===== config.mk =====
export PLATFORM = sky130hd
export DESIGN_NAME = cclk_retune_seq
export DESIGN_NICKNAME = d
export VERILOG_FILES = /design/src/rtl/cclk_pkg.sv /design/src/rtl/cclk_decode.sv /design/src/rtl/cclk_lock_wait.sv /design/src/rtl/cclk_retune_seq.sv
export SDC_FILE = /design/constraint.sdc
export NUM_CORES = 1
export LEC_CHECK = 0
export BUFFER_PORTS_ARGS = -buffer_cell sky130_fd_sc_hd__buf_2
export CAP_MARGIN = 15
export CORE_MARGIN = 5
export CORE_UTILIZATION = 42
export DETAILED_ROUTE_END_ITERATION = 10
export PLACE_DENSITY = 0.7
export SLEW_MARGIN = 10
export SYNTH_ARGS = -nofsm -noshare
export SYNTH_HDL_FRONTEND = slang
export SYNTH_SLANG_ARGS = --single-unit

===== constraint.sdc =====
create_clock -name clk -period 9.13 [get_ports clk]
set_input_delay 0.4565 -clock clk [delete_from_list [all_inputs] [get_ports clk]]
set_output_delay 0.4565 -clock clk [all_outputs]
set_load 0.05 [all_outputs]

===== src/rtl/cclk_pkg.sv =====
package cclk_pkg;
  typedef enum logic [1:0] {
    ST_OK       = 2'd0,
    ST_REJECT   = 2'd1,
    ST_MBOX_ERR = 2'd2
  } cclk_status_e;

  typedef enum logic [3:0] {
    S_IDLE, S_CHECK, S_NOTIFY, S_NOTIFY_RSP, S_PLL_OFF, S_UNLOCK,
    S_PLL_ON, S_LOCK, S_PROG, S_REPORT, S_REPORT_RSP, S_DONE
  } cclk_state_e;

  localparam logic [1:0] DIV_1   = 2'd0;
  localparam logic [1:0] DIV_1P5 = 2'd1;
  localparam logic [1:0] DIV_2   = 2'd2;
  localparam logic [1:0] DIV_4   = 2'd3;

  localparam int DIV_LSB   = 22;
  localparam int PRE_BIT   = 16;
  localparam int FIELD_W   = 11;
endpackage


===== src/rtl/cclk_decode.sv =====
module cclk_decode
  import cclk_pkg::*;
#(
  parameter int KHZ_W         = 20,
  parameter int BYPASS_KHZ    = 19200,
  parameter int FAST_KHZ      = 624000,
  parameter int PRECHARGE_KHZ = 500000,
  parameter int FIELD_OFS_KHZ = 1000,
  parameter int FIELD_LSB_KHZ = 500,
  parameter int MB_UNIT_KHZ   = 25000
) (
  input  logic [KHZ_W-1:0]   khz,
  output logic               ok,
  output logic               bypass,
  output logic [7:0]         ratio,
  output logic [1:0]         div_sel,
  output logic               precharge,
  output logic [FIELD_W-1:0] field,
  output logic [31:0]        mb_rate
);
  localparam int NRATES = 5;
  localparam int RATE_KHZ [NRATES] = '{144000, 288000, 384000, 576000, FAST_KHZ};
  localparam logic [1:0] RATE_DIV [NRATES] = '{DIV_4, DIV_2, DIV_1P5, DIV_1, DIV_1};
  localparam logic [7:0] RATE_MUL [NRATES] = '{8'd60, 8'd60, 8'd60, 8'd60, 8'd65};

  logic [NRATES-1:0] hit;
  logic [31:0]       k32;

  assign k32 = 32'(khz);

  for (genvar i = 0; i < NRATES; i++) begin : g_match
    assign hit[i] = (k32 == 32'(RATE_KHZ[i]));
  end

  always_comb begin
    ratio   = '0;
    div_sel = '0;
    for (int i = 0; i < NRATES; i++) begin
      if (hit[i]) begin
        ratio   = RATE_MUL[i];
        div_sel = RATE_DIV[i];
      end
    end
  end

  assign bypass    = (k32 == 32'(BYPASS_KHZ));
  assign ok        = bypass || (|hit);
  assign precharge = (k32 >= 32'(PRECHARGE_KHZ));
  assign field     = FIELD_W'((k32 - 32'(FIELD_OFS_KHZ)) / 32'(FIELD_LSB_KHZ));
  assign mb_rate   = (k32 + 32'(MB_UNIT_KHZ - 1)) / 32'(MB_UNIT_KHZ);
endmodule


===== src/rtl/cclk_lock_wait.sv =====
module cclk_lock_wait #(
  parameter int LOCK_TMO = 20000,
  parameter int SYNC_N   = 2
) (
  input  logic clk,
  input  logic rst_n,
  input  logic run,
  input  logic want,
  input  logic lock_async,
  output logic met,
  output logic expired
);
  localparam int CNT_W = $clog2(LOCK_TMO + 1);

  logic [SYNC_N-1:0] sync_q;
  logic [CNT_W-1:0]  cnt_q;

  always_ff @(posedge clk or negedge rst_n) begin
    if (!rst_n) sync_q <= '0;
    else        sync_q <= {sync_q[SYNC_N-2:0], lock_async};
  end

  always_ff @(posedge clk or negedge rst_n) begin
    if (!rst_n)        cnt_q <= '0;
    else if (!run)     cnt_q <= '0;
    else if (!expired) cnt_q <= cnt_q + 1'b1;
  end

  assign met     = run && (sync_q[SYNC_N-1] == want);
  assign expired = (cnt_q == CNT_W'(LOCK_TMO));
endmodule


===== src/rtl/cclk_retune_seq.sv =====
module cclk_retune_seq
  import cclk_pkg::*;
#(
  parameter int          KHZ_W       = 20,
  parameter int          RESET_KHZ   = 19200,
  parameter int          FAST_KHZ    = 624000,
  parameter int          LOCK_TMO    = 20000,
  parameter logic [7:0]  MB_FREQ_CMD = 8'h17,
  parameter logic [31:0] MB_WARN     = 32'h8000_0000
) (
  input  logic             clk,
  input  logic             rst_n,
  input  logic             req_valid,
  output logic             req_ready,
  input  logic [KHZ_W-1:0] req_khz,
  output logic             done_valid,
  input  logic             done_ready,
  output logic [1:0]       done_status,
  output logic             mb_req_valid,
  input  logic             mb_req_ready,
  output logic [7:0]       mb_cmd,
  output logic [31:0]      mb_data,
  input  logic             mb_rsp_valid,
  input  logic             mb_rsp_err,
  output logic             pll_en,
  input  logic             pll_lock,
  output logic [7:0]       pll_ratio,
  output logic [31:0]      ctl_word,
  output logic [KHZ_W-1:0] cur_khz,
  output logic             lock_err
);
  localparam int FAST_FIELD = (FAST_KHZ - 1000) / 500;

  cclk_state_e        state_q;
  logic [KHZ_W-1:0]   tgt_q;
  cclk_status_e       status_q;

  logic               d_ok, d_bypass, d_pre;
  logic [7:0]         d_ratio;
  logic [1:0]         d_div;
  logic [FIELD_W-1:0] d_field;
  logic [31:0]        d_mb_rate;
  logic               w_run, w_want, w_met, w_exp;
  logic               need_toggle;

  cclk_decode #(.KHZ_W(KHZ_W), .BYPASS_KHZ(RESET_KHZ), .FAST_KHZ(FAST_KHZ)) u_dec (
    .khz(tgt_q), .ok(d_ok), .bypass(d_bypass), .ratio(d_ratio),
    .div_sel(d_div), .precharge(d_pre), .field(d_field), .mb_rate(d_mb_rate)
  );

  cclk_lock_wait #(.LOCK_TMO(LOCK_TMO)) u_wait (
    .clk(clk), .rst_n(rst_n), .run(w_run), .want(w_want),
    .lock_async(pll_lock), .met(w_met), .expired(w_exp)
  );

  assign w_run  = (state_q == S_UNLOCK) || (state_q == S_LOCK);
  assign w_want = (state_q == S_LOCK);

  // the current rate is read back from the control word field
  assign need_toggle = d_bypass || (32'(tgt_q) == 32'(FAST_KHZ)) ||
                       (ctl_word[FIELD_W-1:0] == FIELD_W'(FAST_FIELD));

  assign req_ready    = (state_q == S_IDLE);
  assign done_valid   = (state_q == S_DONE);
  assign done_status  = status_q;
  assign mb_req_valid = (state_q == S_NOTIFY) || (state_q == S_REPORT);
  assign mb_cmd       = mb_req_valid ? MB_FREQ_CMD : 8'h00;
  assign mb_data      = (state_q == S_NOTIFY) ? MB_WARN :
                        (state_q == S_REPORT) ? d_mb_rate : 32'h0;

  always_ff @(posedge clk or negedge rst_n) begin
    if (!rst_n) begin
      state_q   <= S_IDLE;
      tgt_q     <= '0;
      status_q  <= ST_OK;
      pll_en    <= 1'b0;
      pll_ratio <= '0;
      ctl_word  <= '0;
      cur_khz   <= KHZ_W'(RESET_KHZ);
      lock_err  <= 1'b0;
    end else begin
      unique case (state_q)
        S_IDLE: if (req_valid) begin
          tgt_q    <= req_khz;
          lock_err <= 1'b0;
          state_q  <= S_CHECK;
        end
        S_CHECK: begin
          if (d_ok) state_q <= S_NOTIFY;
          else begin
            status_q <= ST_REJECT;
            state_q  <= S_DONE;
          end
        end
        S_NOTIFY: if (mb_req_ready) state_q <= S_NOTIFY_RSP;
        S_NOTIFY_RSP: if (mb_rsp_valid) begin
          if (mb_rsp_err) begin
            status_q <= ST_MBOX_ERR;
            state_q  <= S_DONE;
          end else if (need_toggle) state_q <= S_PLL_OFF;
          else                      state_q <= S_PLL_ON;
        end
        S_PLL_OFF: begin
          pll_en  <= 1'b0;
          state_q <= S_UNLOCK;
        end
        S_UNLOCK: if (w_met || w_exp) begin
          if (!w_met) lock_err <= 1'b1;
          state_q <= d_bypass ? S_REPORT : S_PLL_ON;
        end
        S_PLL_ON: begin
          pll_ratio <= d_ratio;
          pll_en    <= 1'b1;
          state_q   <= S_LOCK;
        end
        S_LOCK: if (w_met || w_exp) begin
          if (!w_met) lock_err <= 1'b1;
          state_q <= S_PROG;
        end
        S_PROG: begin
          ctl_word                      <= '0;
          ctl_word[DIV_LSB+1:DIV_LSB]   <= d_div;
          ctl_word[PRE_BIT]             <= d_pre;
          ctl_word[FIELD_W-1:0]         <= d_field;
          state_q                       <= S_REPORT;
        end
        S_REPORT: if (mb_req_ready) state_q <= S_REPORT_RSP;
        S_REPORT_RSP: if (mb_rsp_valid) begin
          if (mb_rsp_err) status_q <= ST_MBOX_ERR;
          else begin
            status_q <= ST_OK;
            cur_khz  <= tgt_q;
          end
          state_q <= S_DONE;
        end
        S_DONE: if (done_ready) state_q <= S_IDLE;
        default: state_q <= S_IDLE;
      endcase
    end
  end
endmodule


# Yosys cells after proc, flatten, opt, wreduce, memory -nomap -nowiden
# Index checks and enable logic that the tools add are counted.
totals:
  regBits: 87
  out_inout_bits: 107
classes:
  add_sub_neg: 3
  div_mod_pow: 2
  magnitude_cmp: 1
  n_eq_ne: 33
  mux: 39
  bitwise_logic: 1
  n_reduce_logical: 18
op_table:
  columns: ["cell", "n"]
  rows:
  - ["$mux W32", 2]
  - ["$pmux W4 S12", 1]
  - ["$mux W4", 11]
  - ["$eq A20 B19 Y1 const B", 2]
  - ["$eq A20 B20 Y1 const B", 2]
  - ["$div A32 B15 Y32 const B", 1]
  - ["$div A32 B9 Y32 const B", 1]
  - ["$mux W15", 2]
  - ["$mux W6", 4]
  - ["$mux W2", 11]
  - ["$add A20 B15 Y21 const B", 1]
  - ["$sub A20 B10 Y21 const B", 1]
  - ["$eq A20 B15 Y1 const B", 1]
  - ["$eq A20 B18 Y1 const B", 1]
  - ["$ge A20 B19 Y1 const B", 1]
  - ["$ne A2 B2 Y1 const B", 10]
  - ["$eq A4 B3 Y1 const B", 4]
  - ["$eq A4 B4 Y1 const B", 4]
  - ["$add A15 B1 Y15 const B", 1]
  - ["$eq A15 B15 Y1 const B", 1]
  - ["$eq A11 B11 Y1 const B", 1]
  - ["$eq A4 B2 Y1 const B", 2]
  - ["$reduce_and A8 Y1", 1]
  - ["$mux W7", 1]
  - ["other kinds (19)", 30]

# Logic depth before layout (Yosys ltp)
# Gate-level depths: netlist (run 1).
depth:
  depth_word: 7
  mapped_depth: 37

# Modules after synthesis
# From an unflattened synthesis (run 1), not the netlist that was laid out.
unflattened:
  cells_unflattened: 1340
  hier_area_um2: 10781.6
by_module_without_submodules:
  columns: ["mod", "n_inst", "cells_per_inst", "area_per_inst_um2"]
  rows:
  - ["cclk_decode", 1, 973, 6334.8]
  - ["cclk_retune_seq", 1, 284, 3577.2]
  - ["cclk_lock_wait", 1, 83, 869.6]

# Least setup slack after synthesis (run 1)
# No wires, ideal clock.
synth_timing:
  path_kind: "reg-to-output"
  startpoint: "register tgt_q[3]"
  endpoint: "output mb_data[0]"
  arrival_time_ps: 8988
  setup_slack_ps: -314
  path_stages_with_launch: 34
  path_buffers: 2
  cell_sequence: "dfrtp_1 -> ha_1 -> o31a_1 -> or4_1 -> o41ai_1 -> a21o_1 -> nand3_2 -> a311oi_4 -> o31a_2 -> a22o_4 -> buf_6 -> o22ai_1 -> o2bb2ai_1 -> a2111oi_2 -> o21a_2 -> mux2_2 -> and4_1 -> buf_2 -> o41ai_1 -> o31ai_2 -> o2111ai_1 -> o31ai_1 -> o32a_1 -> a2111oi_4 -> o21ai_1 -> or2_2 -> xor2_1 -> o41ai_2 -> maj3_1 -> o21ai_2 -> mux2i_1 -> o21a_1 -> a2111oi_0 -> nor3_1"
synth_via:
  elab_chain_len: 4
synth_lines:
  columns: ["element", "line_no", "source"]
  rows:
  - ["from (decl)", "cclk_retune_seq.sv:35", "logic [KHZ_W-1:0] tgt_q;"]
  - ["from (signal assigned)", "cclk_retune_seq.sv:84", "tgt_q <= req_khz;"]
  - ["$add A20 B15 Y21", "cclk_decode.sv:50", "assign mb_rate = (k32 + 32'(MB_UNIT_KHZ - 1)) / 32'(MB_UNIT_KHZ);"]
  - ["$div A32 B15 Y32", "cclk_decode.sv:50", null]
  - ["$mux W32", "cclk_retune_seq.sv:69", "(state_q == S_REPORT) ? d_mb_rate : 32'h0;"]
  - ["$mux W32", "cclk_retune_seq.sv:68", "assign mb_data = (state_q == S_NOTIFY) ? MB_WARN :"]
  - ["to (decl)", "cclk_retune_seq.sv:22", "output logic [31:0] mb_data,"]
# Every way passes these cells.

# Final worst setup path (run 1)
layout_timing:
  startpoint: "register tgt_q[1]"
  endpoint: "output mb_data[0]"
# Same word-level chain as after synthesis.

==> results of run 1 <==
-- state kept, by name, summed over array words and instances (netlist names) --
register,cells
ctl_word,14
cur_khz,20
done_status,2
lock_err,1
pll_en,1
pll_ratio,2
state_q,4
tgt_q,20
u_wait.cnt_q,15
u_wait.sync_q,2
-- final cells by class --
cell class                 instances  share of cell area
clock buffer                      10              0.0182
clock inverter                     6             0.00611
inverter                          32             0.00917
multi-input combinational       1171               0.645
sequential                        81               0.155
tap                              324              0.0310
timing repair buffer             261               0.136
-- worst paths after layout --
| check | cells past startpoint | slack [ns] | start | end |
|---|---|---|---|---|
| max in group asynchronous | 2 | 8.02 | rst_n | tgt_q[5] |
| min in group clk | 1 | 0.21 | pll_lock | u_wait.sync_q[0] |
| setup / recovery | 30 | -0.1 | tgt_q[1] | mb_data[0] |
| setup reg to reg | 40 | 0.12 | tgt_q[3] | ctl_word[0] |
| hold / removal | 1 | 0.002 | rst_n | u_wait.cnt_q[0] |
| hold reg to reg | 0 | 0.39 | u_wait.sync_q[0] | u_wait.sync_q[1] |
-- synthesized netlist by cell type (19+ instances only) --
master / n / area [um2]
mux2_2: 35 / 394
or3_1: 22 / 138
o21ai_0: 82 / 410
dfrtp_1: 77 / 1930
xnor2_1: 61 / 534
clkbuf_1: 31 / 116
a21oi_1: 81 / 405
o21ai_1: 20 / 100
nand3_1: 52 / 260
nor3_1: 47 / 235
mux2i_1: 19 / 190
inv_1: 29 / 109
buf_4: 58 / 435
nand4_1: 22 / 138
nand2_1: 150 / 563
nor2_1: 121 / 454
xor2_1: 29 / 254
-- cells in the final DEF, fill, tap and decap left out, types with 10 or more instances in the layout --
cell type,synthesis,layout
nand2_1,150,146
xor2_1,29,27
mux2i_1,19,13
nor3_1,47,42
nand3_1,52,49
buf_2,9,84
or3_1,22,22
and3_1,14,12
mux2_2,35,34
nor2_1,121,119
o211ai_1,15,15
a21oi_2,4,13
dfrtp_1,77,76
o21ai_1,20,13
o21ai_0,82,80
a211oi_1,16,11
nand4_1,22,22
xnor2_1,61,56
inv_1,29,29
o21a_1,10,10
and2_1,15,15
a31oi_1,16,13
conb_1,1,48
buf_4,58,172
nand2b_1,13,13
a21oi_1,81,71
-- timing repair --
action	CTS	global route
cloned	0	0
setup endpoints to repair	1	4
pin swaps	10	64
buffers inserted	3	50
gates resized for setup	23	112
-- layer usage --
metal / global-route usage / vias up / part of all wire
li1: - / 5366 / -
met2: 0.344 / 486 / 0.47
met4: 0.0903 / 0 / 0.036
met1: 0.291 / 5440 / 0.43
met3: 0.0271 / 90 / 0.061
met5: 0 / - / 0
-- kinds of logic after synthesis --
kind of cell,count (synthesis),share of synthesized area
other,1,0.000361
muxes,57,0.0606
buffers and inverters,140,0.0749
DFF,81,0.196
and+or+nand+nor,546,0.273
xor gates and xnor gates,95,0.0837
adders and majority gates,13,0.0142
AOI/OAI and AO/OA,412,0.298
-- through the flow --
stage / worst slack (ns) / TNS, ns
after floorplan: 0.102 / 0
after global placement: 0.217 / 0
after detailed placement: -0.0540 / -0.0540
after CTS: 0.00200 / 0
after global routing: -0.535 / -0.942
final: -0.0975 / -0.0975
==> metrics.md, run 1 <==
| Metric | Value |
|---|---|
| Status | `finished with violations` |
| Failing checks | `negative setup slack` |
| Register area | `2030 um2` |
| Die width | `167 um` |
| Setup Crit Path Kind | `reg2out` |
| Sequential area share after synthesis | `0.196` |
| RSZ-0062 raised after global routing | `true` |
| Max incr delay on CP | `roughly 0.47 ns` |
| Detailed Routing Iterations Pass 1 | `5` |
| First-pass GRT wire length | `~51,000 um` |
| Placed cells | `1,816` |
| Share of cells above drive strength 1 | `0.322` |
| Initial core utilization | `0.427` |
| Fraction of registers with async set or reset after synthesis | `1.00` |
| Total clock buffers created by CTS | `9` |
| Fin. max-slew vios | `0` |
| Worst-Skew Late Latency | `0.35 ns` |
| CP max stage cell | `a2111oi_4` |
| Area occupied by multi-input gates | `about 8400 um2` |
| Syn_area_per_cell | `7.72 um2` |
| Max-cap check violation count | `0` |
| I/O Buffers | `86` |
| Clock Skew | `0.0137 ns` |
| # DRC | `0` |
| Hpwl dp | `between 20,000 and 25,000 um` |
| Synthesized flop and latch total | `81` |
| Die Y | `167 um` |
| Final Hold Vio Count | `0` |
| Startpoint class of the critical path | `flop` |
| Final instance area | `13,100 um2` |
| Htree depth | `3` |
| Crit end category | `output pin` |
| YS warnings | `0` |
| Largest net degree at the start of global routing | `57` |
| Fillers | `2,217` |
| Final worst path period share | `1.01` |
| Nets@finish | `1,591` |
| CTS clk-pin slew, worst paths | `0.07 ns` |
| CTS max path bufs | `2` |
| Total wire length | `33,100 um` |
| Vias in the first global route | `about 10,000` |
| Vias | `11,400` |
| Worst-path maximum fanout | `8` |
| Largest delay share family, worst path | `compound AO/OA/AOI/OAI gates` |
| Worst-Margin Slew | `between 1 and 1.5 ns` |
| Dpl cell area | `11,700 um2` |
| Final min period | `9.23 ns` |
| CORE AREA | `24,300 um2` |
| Slew headroom | `0.259` |
| DRT iter0 DRCs | `981` |
| Cell Area, Synth | `10,400 um2` |
| Hold WC Path Type | `in2async` |
| CTS tree | `yes` |
| Final setup margin | `-0.0975 ns` |
| Post-Synthesis Cells | `1,345` |
| FMAX | `approximately 0.11 GHz` |
| Total grt overflow | `0` |
| Hold-fix buffers at CTS | `0` |
| WL/cell | `17.6 um` |
| EDFF count, synth | `0` |
| GRT Overall Usage | `0.214` |
| DIE AREA | `around 28,000 um2` |
| Arrival @ worst endpoint | `8.77 ns` |
| # diodes | `0` |
| Finished Layout Cells | `1,885` |
| Final setup viols | `1` |
| RD Place Congestion | `0.959` |
| Area delta synth->final | `26.1%` |
| Synth unique cells | `about 130` |
| WP buf/inv | `1` |
| Via density | `6.04` |
| Clk sink count | `81` |
| Root buf cell | `clkbuf_16` |
| Hold WS | `0.00223 ns` |
| Worst endpoint required time | `8.67 ns` |
| Initial antenna violation count | `0` |
| Post-DRT Antenna Nets | `0` |
| Rows | `57` |
| I/O pins | `135` |
| Top FF cell, synth | `dfrtp_1` |
| Util after Layout | `0.539` |
Power of run 1 is left out: the tool's default activity adds up to more than one toggle a clock period on the data nets, which glitch-free logic cannot reach.
==> inputs of run 2 (changes only) <==
--- a/config.mk
+++ b/config.mk
@@ -5,12 +5,13 @@
 export SDC_FILE = /design/constraint.sdc
 export NUM_CORES = 1
 export LEC_CHECK = 0
+export ABC_AREA = 1
 export BUFFER_PORTS_ARGS = -buffer_cell sky130_fd_sc_hd__buf_2
 export CAP_MARGIN = 15
 export CORE_MARGIN = 5
 export CORE_UTILIZATION = 42
 export DETAILED_ROUTE_END_ITERATION = 10
-export PLACE_DENSITY = 0.7
+export PLACE_DENSITY = 0.71
 export SLEW_MARGIN = 10
 export SYNTH_ARGS = -nofsm -noshare
 export SYNTH_HDL_FRONTEND = slang
==> metrics.md, run 2 <==
| Metric | Value |
|---|---|
| Status | `complete, no violations` |
| Via density | `4.92` |
| Htree depth | `3` |
| Fraction of registers with async set or reset after synthesis | `1.00` |
| Crit end category | `output pin` |
| RSZ-0062 raised after global routing | `false` |
| Total clock buffers created by CTS | `9` |
| Clk sink count | `between 80 and 90` |
| CTS tree | `yes` |
| Max-cap check violation count | `0` |
| Arrival @ worst endpoint | `7.57 ns` |
| M1 wire length | `10,100 um` |
| Post-DRT Antenna Nets | `0` |
| GRT Overall Usage | `0.180` |
| Met2 routed WL | `10,300 um` |
| Synth top cells by count | `nand2_1 (341), inv_1 (155), nor2_1 (153)` |
| Most common cell after layout, fill and taps aside | `nand2_1` |
| Register area | `2030 um2` |
| Cell taking the most area after synthesis | `dfrtp_1` |
| Sequential area share after synthesis | `0.229` |
| Dpl cell area | `9300 um2` |
| Fin. max-slew vios | `0` |
| CP max stage cell | `dfrtp_1` |
| Syn_area_per_cell | `6.29 um2` |
| I/O Buffers | `86` |
| Worst-Margin Slew | `1.05 ns` |
| Yosys top cell area share | `0.218` |
| Total wire length | `21,900 um` |
| FMAX | `roughly 0.12 GHz` |
| Hold WC Path Type | `in2async` |
| Initial core utilization | `0.424` |
| Worst endpoint required time | `a little under 9 ns` |
| Total grt overflow | `0` |
| Initial antenna violation count | `0` |
| # DRC | `0` |
| Hold-fix buffers at CTS | `0` |
| Cell with the most instances after synthesis | `nand2_1` |
| Most used cell, CP | `nand2_1` |
| Worst-path maximum fanout | `11` |
| Max incr delay on CP | `a little over 0.5 ns` |
| Synth top area cells | `dfrtp_1 (22%), nand2_1 (14%), inv_1 (6.6%)` |
| DIE AREA | `24,100 um2` |
| Slew headroom | `0.300` |
| Biggest regs | `cur_khz x20, tgt_q x20, u_wait.cnt_q x15` |
| Root buf cell | `clkbuf_16` |
| First-pass GRT wire length | `36,800 um` |
| Postcts setup bufs | `0` |
| Setup Crit Path Kind | `reg2out` |
| Clock Skew | `0.00667 ns` |
| DRT iter0 DRCs | `463` |
| Detailed Routing Iterations Pass 1 | `5` |
| Area delta synth->final | `8.77%` |
| RD Place Congestion | `0.947` |
| CTS max path bufs | `2` |
| WL/cell | `12.4 um` |
| Synth unique cells | `between 50 and 60` |
| Largest delay share family, worst path | `simple AND/OR/NAND/NOR gates` |
| Cell Area, Synth | `8860 um2` |
| Vias in the first global route | `between 8,000 and 9,000` |
| Post-CTS sizing | `0` |
| Die width | `between 150 and 200 um` |
| CTS clk-pin slew, worst paths | `0.07 ns` |
| Final min period | `8.03 ns` |
| Share of cells above drive strength 1 | `0.189` |
| Post-Route Setup TNS | `0 ns` |
| I/O pins | `about 140` |
| Worst-Skew Late Latency | `0.35 ns` |
| Die Y | `155 um` |
| EDFF count, synth | `0` |
| Synthesized flop and latch total | `81` |
| # diodes | `0` |
| Startpoint class of the critical path | `flop` |
| YS warnings | `0` |
| Post-Synthesis Cells | `1,409` |
| Hpwl dp | `about 18,000 um` |
| Final worst path period share | `0.879` |
| Final instance area | `around 9600 um2` |
| Largest net degree at the start of global routing | `51` |
| Final Hold Vio Count | `0` |
| Top sig layer | `met4` |
| Rows | `53` |
| Final setup viols | `0` |
| WP buf/inv | `5` |
| Fillers | `2,206` |
| Wire length on met3 | `1030 um` |
| Most frequent cells in the layout | `nand2_1 (341), inv_1 (155), nor2_1 (152)` |
| Vias | `8,647` |
| Nets@finish | `1,514` |
| CORE AREA | `approximately 21,000 um2` |
| Area occupied by multi-input gates | `5680 um2` |
| Top FF cell, synth | `dfrtp_1` |
[run 2: cell types whose count changed in the layout (fill, tap and decap cells not counted), moves of 33 or more]
cell     change
nand2_1    +195
xor2_1      +34
xnor2_1     -44
inv_2       +44
buf_4      -169
nand3_1     +58
nor2_1      +33
nand2_2     +42
a21oi_1     -46
mux2_2      -34
inv_1      +126
[run 2: kinds of logic (layout without fill, tap and decap cells)]
| logic type | Yosys count | count (layout) | share of synthesized area |
|---|---|---|---|
| other | 1 | 48 | 0.000423 |
| buffers and inverters | 287 | 315 | 0.149 |
| AO/OA/AOI/OAI | 178 | 178 | 0.121 |
| adder cells (fa/ha/maj) | 7 | 7 | 0.00989 |
| AND/OR/NAND/NOR | 781 | 781 | 0.417 |
| flip-flops | 81 | 81 | 0.229 |
| XOR/XNOR | 74 | 74 | 0.0740 |
[run 2: final timing paths]
path	slack (ns)	start	endpoint	depth (start not counted)
worst max-delay path	1.10	tgt_q[3]	mb_data[0]	55
worst min-delay path	0.05	rst_n	u_wait.cnt_q[2]	1
worst max register to register	1.57	tgt_q[4]	ctl_word[0]	59
worst min register to register	0.35	u_wait.sync_q[0]	u_wait.sync_q[1]	0
max in group asynchronous	8.07	rst_n	tgt_q[8]	2
min in group clk	0.21	pll_lock	u_wait.sync_q[0]	1
[run 2: layout make-up]
type                    count  share of cell area
multi-input cells        1088               0.590
flip-flops and latches     81               0.211
inverters                 210              0.0823
repair buffers             89              0.0494
well taps                 275              0.0357
clock buffers              11              0.0252
clock inverters             5             0.00662
[run 2: per-layer routing]
metal / up-vias / global-route usage
met3: 28 / 0.0225
met5: - / 0
li1: 4516 / -
met2: 182 / 0.306
met1: 3921 / 0.237
met4: 0 / 0.0596
[run 2: per-stage QoR]
stage / hold slack, ns / std cells / setup slack [ns] / util
2_1_floorplan: 0.161 / 1456 / 2.23 / -
3_3_place_gp: 0.334 / 1742 / 1.70 / 0.445
3_5_place_dp: 0.338 / 1742 / 1.45 / 0.445
4_1_cts: 0.0553 / 1758 / 1.07 / 0.460
5_1_grt: 0.0803 / 1759 / 0.205 / 0.461
6_report: 0.0479 / 1759 / 1.10 / 0.461
Power of run 2 is left out for the same reason.
==> inputs of run 3 (changes only) <==
--- a/config.mk
+++ b/config.mk
@@ -6,13 +6,15 @@
 export NUM_CORES = 1
 export LEC_CHECK = 0
 export ABC_AREA = 1
-export BUFFER_PORTS_ARGS = -buffer_cell sky130_fd_sc_hd__buf_2
 export CAP_MARGIN = 15
 export CORE_MARGIN = 5
 export CORE_UTILIZATION = 42
 export DETAILED_ROUTE_END_ITERATION = 10
-export PLACE_DENSITY = 0.71
+export DONT_BUFFER_PORTS = 1
+export PLACE_DENSITY = 0.66
 export SLEW_MARGIN = 10
 export SYNTH_ARGS = -nofsm -noshare
 export SYNTH_HDL_FRONTEND = slang
+export SYNTH_HIERARCHICAL = 1
 export SYNTH_SLANG_ARGS = --single-unit
+export TNS_END_PERCENT = 100
==> metrics.md, run 3 <==
| Metric | Value |
|---|---|
| Status | `complete, no violations` |
| Clock Skew | `0.0151 ns` |
| Worst-Skew Late Latency | `0.35 ns` |
| Most common cell after layout, fill and taps aside | `nand2_1` |
| Total grt overflow | `0` |
| DIE AREA | `approximately 28,000 um2` |
| Final Hold Vio Count | `0` |
| CTS max path bufs | `2` |
| Area delta synth->final | `4.43%` |
| Post-Route Setup TNS | `0 ns` |
| Vias in the first global route | `8,858` |
| Hold WS | `between 0.03 and 0.04 ns` |
| I/O pins | `135` |
| CTS tree | `yes` |
| Root buf cell | `clkbuf_16` |
| Hpwl dp | `20,300 um` |
| CORE AREA | `approximately 24,000 um2` |
| Synth top area cells | `dfrtp_1 (20%), nand2_1 (15%), inv_1 (7.6%)` |
| CP max stage cell | `dfrtp_1` |
| # diodes | `0` |
| Startpoint class of the critical path | `flop` |
| WL/cell | `13.1 um` |
| Worst-path maximum fanout | `11` |
| Most frequent cells in the layout | `nand2_1 (409), inv_1 (208), nor2_1 (184)` |
| Synth top cells by count | `nand2_1 (413), inv_1 (208), nor2_1 (185)` |
| Dpl cell area | `10,300 um2` |
| Worst R2R Path Depth | `between 50 and 60` |
| Synth unique cells | `64` |
| Worst-Margin Slew | `0.894 ns` |
| Sequential area share after synthesis | `0.213` |
| First-pass GRT wire length | `42,500 um` |
| Finished Layout Cells | `1,938` |
| Htree depth | `3` |
| Cell taking the most area after synthesis | `dfrtp_1` |
| Total wire length | `25,500 um` |
| Via density | `4.88` |
| Final min period | `just over 8 ns` |
| GRT Overall Usage | `0.179` |
| Slew headroom | `0.402` |
| Total clock buffers created by CTS | `9` |
| Arrival @ worst endpoint | `7.71 ns` |
| Final setup viols | `0` |
| Detailed Routing Iterations Pass 1 | `6` |
| Top FF cell, synth | `dfrtp_1` |
| Initial core utilization | `0.423` |
| Rows | `57` |
| RR Endpoint | `ctl_word[0]` |
| Vias | `9,464` |
| Biggest regs | `cur_khz x20, tgt_q x20, u_wait/cnt_q x15` |
| Final instance area | `10,700 um2` |
| Clk sink count | `87` |
| Placed cells | `about 1,900` |
| Die width | `166 um` |
| Worst endpoint required time | `8.67 ns` |
| Most used cell, CP | `nand2_1` |
| Setup Crit Path Kind | `reg2out` |
| I/O Buffers | `0` |
| Hold WC Path Type | `in2async` |
| Max-cap check violation count | `0` |
| Fillers | `between 2,000 and 3,000` |
| Max incr delay on CP | `approximately 0.37 ns` |
| EDFF count, synth | `0` |
| DRT iter0 DRCs | `510` |
| Fraction of registers with async set or reset after synthesis | `1.00` |
| YS warnings | `6` |
| Post-DRT Antenna Nets | `0` |
| Initial antenna violation count | `0` |
| Synthesized flop and latch total | `just under 90` |
| RD Place Congestion | `0.969` |
| Yosys top cell area share | `0.203` |
| Syn_area_per_cell | `~6.3 um2` |
| Cell Area, Synth | `10,200 um2` |
| Fin. max-slew vios | `0` |
| Post-Synthesis Cells | `1,627` |
| R2r startpoint | `tgt_q[18]` |
| CTS clk-pin slew, worst paths | `0.07 ns` |
| Final worst path period share | `0.895` |
| FMAX | `0.122 GHz` |
| Die Y | `between 150 and 200 um` |
| Largest net degree at the start of global routing | `88` |
| Crit end category | `output pin` |
| Share of cells above drive strength 1 | `0.178` |
| Nets@finish | `1,644` |
| # DRC | `0` |
| Internal reg-to-reg setup slack | `between 1 and 1.5 ns` |
| Cell with the most instances after synthesis | `nand2_1` |
==> run 3: cell types whose count changed after synthesis, sizes merged, moves of 15 or more <==
cell	before	now
a21oi	31	46
inv	203	263
mux2	0	19
nand2	395	487
nand3	131	147
nor2	173	220
==> run 3: timing repair <==
action,in CTS,in global routing
endpoints found under the hold margin,87,0
resized for setup,0,18
hold buffers,1,0
setup endpoints to repair,0,2
buffers inserted,0,0
==> run 3: critical path: cells and delay by family (launching register included) <==
family                     cells  cell delay [ns]
AOI/OAI and AO/OA              4             0.63
adders and majority gates      1             0.21
buffers and inverters          5             0.45
DFF                            1             0.37
and+or+nand+nor               50             5.24
xor gates and xnor gates       2             0.45
==> run 3: worst max-delay path by stage <==
stage	from	endpoint	slack, ns	cells after the start
floorplan	tgt_q[0]	mb_data[0]	2.00	61
global placement	tgt_q[3]	mb_data[0]	0.95	56
detailed placement	tgt_q[3]	mb_data[0]	0.86	56
CTS	tgt_q[3]	mb_data[0]	0.45	56
global route	tgt_q[1]	mb_data[0]	-0.002	63
finish	tgt_q[1]	mb_data[0]	0.96	62
==> run 3: cells by family after synthesis <==
logic type,count (synthesis),share of synthesized area
XOR/XNOR,65,0.0564
multiplexers,19,0.0224
buffers and inverters,353,0.157
AO/OA/AOI/OAI,165,0.0965
adder cells (fa/ha/maj),7,0.00856
flip-flops,87,0.213
other,2,0.000734
AND/OR/NAND/NOR,929,0.445
==> run 3: layout make-up <==
class                      count  area [um2]  share of cell area
clock buffer                  10         229              0.0214
inverter                     270        1020              0.0957
multi-input combinational   1234        6700               0.627
timing repair buffer           7        72.6             0.00679
sequential                    87        2180               0.205
clock inverter                 6        70.1             0.00656
tap                          324         405              0.0380
==> run 3: metal layers <==
metal / vias to the layer above / share of wire / global-route usage
met2: 269 / 0.45 / 0.292
met1: 4213 / 0.45 / 0.238
met4: 0 / 0.021 / 0.0484
li1: 4943 / - / -
met3: 39 / 0.075 / 0.0438
met5: - / 0 / 0
==> run 3: stage by stage <==
stage	worst slack (ns)	utilization
2_1_floorplan	2.00	-
3_3_place_gp	0.955	0.425
3_5_place_dp	0.860	0.425
4_1_cts	0.447	0.438
5_1_grt	-0.00176	0.442
6_report	0.960	0.442
Power of run 3 is left out for the same reason.
